**config.mk**
```make
export PLATFORM = sky130hd
export DESIGN_NAME = pwr_mode_ctl
export DESIGN_NICKNAME = d
export VERILOG_FILES = /design/src/rtl/pwr_mode_ctl.sv
export SDC_FILE = /design/constraint.sdc
export NUM_CORES = 1
export LEC_CHECK = 0
export BUFFER_PORTS_ARGS = -buffer_cell sky130_fd_sc_hd__buf_2
export CORE_AREA = 5 5 42 44
export DETAILED_ROUTE_END_ITERATION = 8
export DIE_AREA = 0 0 47 49
export MAX_ROUTING_LAYER = met4
export SYNTH_ARGS = -nofsm -noshare
export SYNTH_HDL_FRONTEND = slang
export SYNTH_SLANG_ARGS = --single-unit
```
**constraint.sdc**
```tcl
create_clock -name clk -period 1.6 [get_ports clk]
set_clock_uncertainty 0.1 [all_clocks]
set_input_delay 0.08 -clock clk [delete_from_list [all_inputs] [get_ports clk]]
set_output_delay 0.08 -clock clk [all_outputs]
set_load 0.02 [all_outputs]
```
**src/rtl/pwr_mode_ctl.sv**
```systemverilog
module pwr_mode_ctl #(
  parameter int TIMEOUT     = 16,
  parameter int SYNC_STAGES = 2
) (
  input  logic clk,
  input  logic rst_n,
  input  logic sleep_addr_wr,
  input  logic cfg_wr,
  input  logic cfg_sleep_bit,
  input  logic pin_sleep_in,
  input  logic pin_pol,
  input  logic wake_evt,
  input  logic sup_good,
  output logic sleep_st,
  output logic shdn_rb,
  output logic clk_out_en
);

  localparam int CW = $clog2(TIMEOUT + 1);
  localparam logic [CW-1:0] LIM = CW'(TIMEOUT);

  logic                   pin_raw_req;
  logic [SYNC_STAGES-1:0] pin_sync;
  logic                   pin_req;
  logic                   shdn_set, shdn_clr;
  logic                   shdn_q;
  logic [CW-1:0]          cnt;

  assign pin_raw_req = (pin_sleep_in == pin_pol);

  generate
    if (SYNC_STAGES == 1) begin : g_sync1
      always_ff @(posedge clk or negedge rst_n)
        if (!rst_n) pin_sync <= '0;
        else        pin_sync <= pin_raw_req;
    end else begin : g_syncn
      always_ff @(posedge clk or negedge rst_n)
        if (!rst_n) pin_sync <= '0;
        else        pin_sync <= {pin_sync[SYNC_STAGES-2:0], pin_raw_req};
    end
  endgenerate

  assign pin_req  = pin_sync[SYNC_STAGES-1];
  assign shdn_set = sleep_addr_wr | (cfg_wr & cfg_sleep_bit);
  assign shdn_clr = wake_evt | (cfg_wr & ~cfg_sleep_bit);

  always_ff @(posedge clk or negedge rst_n) begin
    if (!rst_n)        shdn_q <= 1'b0;
    else if (shdn_set) shdn_q <= 1'b1;
    else if (shdn_clr) shdn_q <= 1'b0;
  end

  always_ff @(posedge clk or negedge rst_n) begin
    if (!rst_n)          cnt <= '0;
    else if (!sup_good)  cnt <= '0;
    else if (cnt != LIM) cnt <= cnt + 1'b1;
  end

  assign shdn_rb    = shdn_q;
  assign sleep_st   = pin_req | shdn_q;
  assign clk_out_en = (cnt == LIM);

endmodule

```
==> impl_metrics.ini <==
[outcome]
status = complete, no violations

[drt]
drt_iter0_drc = 4
vias = 315
wl_per_cell_um = 11.7
final_antenna_net_count = 0
firstDrtPassIters = 3
drt-vias-per-instance = 4.38
drc = 0
finalWirelength_um = 841

[setup_path]
reg2reg_from = shdn_rb
path_class = input pin to register
crit_chain = dlygate4sd3_1, buf_2, a221o_1, dlygate4sd3_1
ff2ff_setup_slack_ns = 0.13
critPathRequiredTime_ns = 1.62
critPathMaxStageDelay_ns = 0.57
critical_path.slowest_cell = dlygate4sd3_1
crit_top_cell = dlygate4sd3_1
worstSetupEndpointType = register
reg2regPathDepth = 2
cp_max_fo = 1
startpoint_type = input pin
rr_endpoint = shdn_rb
arrival_ns = 1.55

[worst_hold_path]
min_from = sup_good
hold_depth = 3
hp-class = input pin to register
hold_path_end = cnt[4]

[floorplan]
num_rows = 14
coreArea_mm2 = 0.00140
dieArea_mm2 = 0.00230
chipHeight_um = 49
die_w_um = 47
initial_core_util = 0.273
ios = 12

[logic_synthesis]
synth.top_cell.area_share = 0.523
synth.distinct_cells = 14
synthesis.area_um2 = 383
post_synth_xor_area_fraction = 0.0458
synth_top_family_by_area = simple AND/OR/NAND/NOR gates
synth.avg_cell_area_um2 = 11.3
synth_area_leaders = dfrtp_1 52%, mux2i_1 10%, ha_1 6.5%
synth.largest_area_cell = dfrtp_1
syn_nets = 45
synth-adder-area-share = 0.0654
synth-compound-area-share = 0.0261
ys_ff_latch = 8
syn_inst = 34
synth_simple_gate_area_frac = 0.196
synth.area.mux_share = 0.105
ys_seq_area_frac = 0.523
yosysWarnings = 0

[placed_design]
gp_congestion = 0.777
dp_slack_ns = 0.190
portBuffers = 11

[sta]
finalCritPeriodShare = 0.956
setup-tns-final_ns = 0
hold_viol = 0
min_period_ns = 1.53
finalMaxSlewViolations = 0
setup_violations = 0
relSlewSlack = 0.854
setup_slack_ns = 0.0708
max_freq_mhz = 654
rsz0062_at_grt = no
tightest_slew_ns = 0.219

[power]
pwr-share-comb = 0.172
power_frac_seq = 0.496
leakage_nw = 0.275
switching_share = 0.237
p_per_area_mw_per_mm2 = 792
power_switching_uw = 107
peakVddDrop_uv = 392
p_int_uw = 345
power_uw = 452
clockPowerShare = 0.332

[global_routing]
grt_pass1_wl_mm = 1.32
grt_pass1_vias = 303
overflow = 0
grt_usage = 0.0845
grt_max_degree = 10
antenna_found_initial = 0

[finish]
final_util = 0.407
antennaDiodeCount = 0
final_layout_size_suffix_gt1_frac = 0.357
nets = 69
final_common_cell = buf_2
final_cell_mix = 10 x buf_2, 8 x dfrtp_1, 5 x nand2_1, 5 x dlygate4sd3_1, 5 x buf_4
fillers = 151
area_growth_pct = 49.0

[clock_network]
cts_tree = done
cts_num_sinks = 8
cts.htree.levels = 1
clock_latency_ns = 0.25
clk_path_buf_depth = 2
numCtsBuffers = 3
cts.clk_slew.worst_paths_ns = 0.05
cts-root-buf = clkbuf_4

[run]
cap_violations = 0
[cell usage after synthesis]
| cell type | count |
|---|---|
| nand3_1 | 2 |
| inv_1 | 2 |
| or2_2 | 1 |
| nand2_1 | 5 |
| xnor2_1 | 2 |
| nor3b_1 | 1 |
| dfrtp_1 | 8 |
| buf_4 | 1 |
| nor4bb_1 | 1 |
| nand2b_1 | 3 |
| mux2i_1 | 4 |
| a221o_1 | 1 |
| ha_1 | 2 |
| nor2_1 | 1 |
[worst max-delay path, delay by kind of cell]
family	cells	cell delay, ns
AO/OA/AOI/OAI	1	0.26
buffers and inverters	3	1.22
[state kept, by name, summed over array words and instances (netlist names)]
register / cells
cnt: 5
pin_sync: 2
shdn_rb: 1
[metal layers]
layer	global-route usage	vias up	share of wire
met5	-	-	0
met4	0.0415	0	0
met3	0.0221	0	0.024
met2	0.127	3	0.58
met1	0.102	156	0.39
li1	-	156	-
[worst max path at each step]
| stage | depth (start not counted) | slack [ns] | startpoint | endpoint |
|---|---|---|---|---|
| finish | 4 | 0.07 | sleep_addr_wr | shdn_rb |
| global route | 5 | 0.04 | cnt[0] | clk_out_en |
| CTS | 5 | 0.03 | cnt[0] | clk_out_en |
| detailed placement | 5 | 0.19 | cnt[0] | cnt[1] |
| global placement | 5 | 0.22 | cnt[0] | cnt[0] |
| floorplan | 5 | 0.24 | cnt[0] | cnt[0] |
[cell type report]
class                           instances  area, µm²  area share
Clock buffer                            3       22.5      0.0395
Inverter                                2       7.51      0.0132
Multi-Input combinational cell         23        183       0.320
Tap cell                               16       20.0      0.0351
Sequential cell                         8        200       0.351
Timing Repair Buffer                   20        138       0.241
[power groups by stage]
stage               Combinational (mW)  Clock (mW)  Sequential [mW]
detailed placement              0.0520           0            0.230
global placement                0.0510           0            0.229
floorplan                       0.0261           0            0.229
CTS                             0.0748       0.161            0.224
global route                    0.0847       0.174            0.226
finish                          0.0776       0.150            0.224
[cell families (layout without fill, tap and decap cells)]
family,count (synthesis),in the layout
and+or+nand+nor,14,14
DFF,8,8
muxes,4,4
buffers and inverters,3,25
adders and majority gates,2,2
xor gates and xnor gates,2,2
AOI/OAI and AO/OA,1,1
[stage by stage]
step | cell area [µm²] | instances | hold slack [ns]
CTS | 559 | 72 | 0.0363
global placement | 458 | 61 | -0.168
global route | 571 | 72 | 0.0518
finish | 571 | 72 | 0.0485
floorplan | 383 | 34 | -0.316
detailed placement | 458 | 61 | -0.166
[timing repair]
action                                 CTS  global route
endpoints found under the hold margin   10             0
setup endpoints to repair                1             1
hold buffers                             5             0
gates resized for setup                  1             2
setup buffers                            3             0
pin swaps                                0             1
Power figures use the tool's default switching activity.
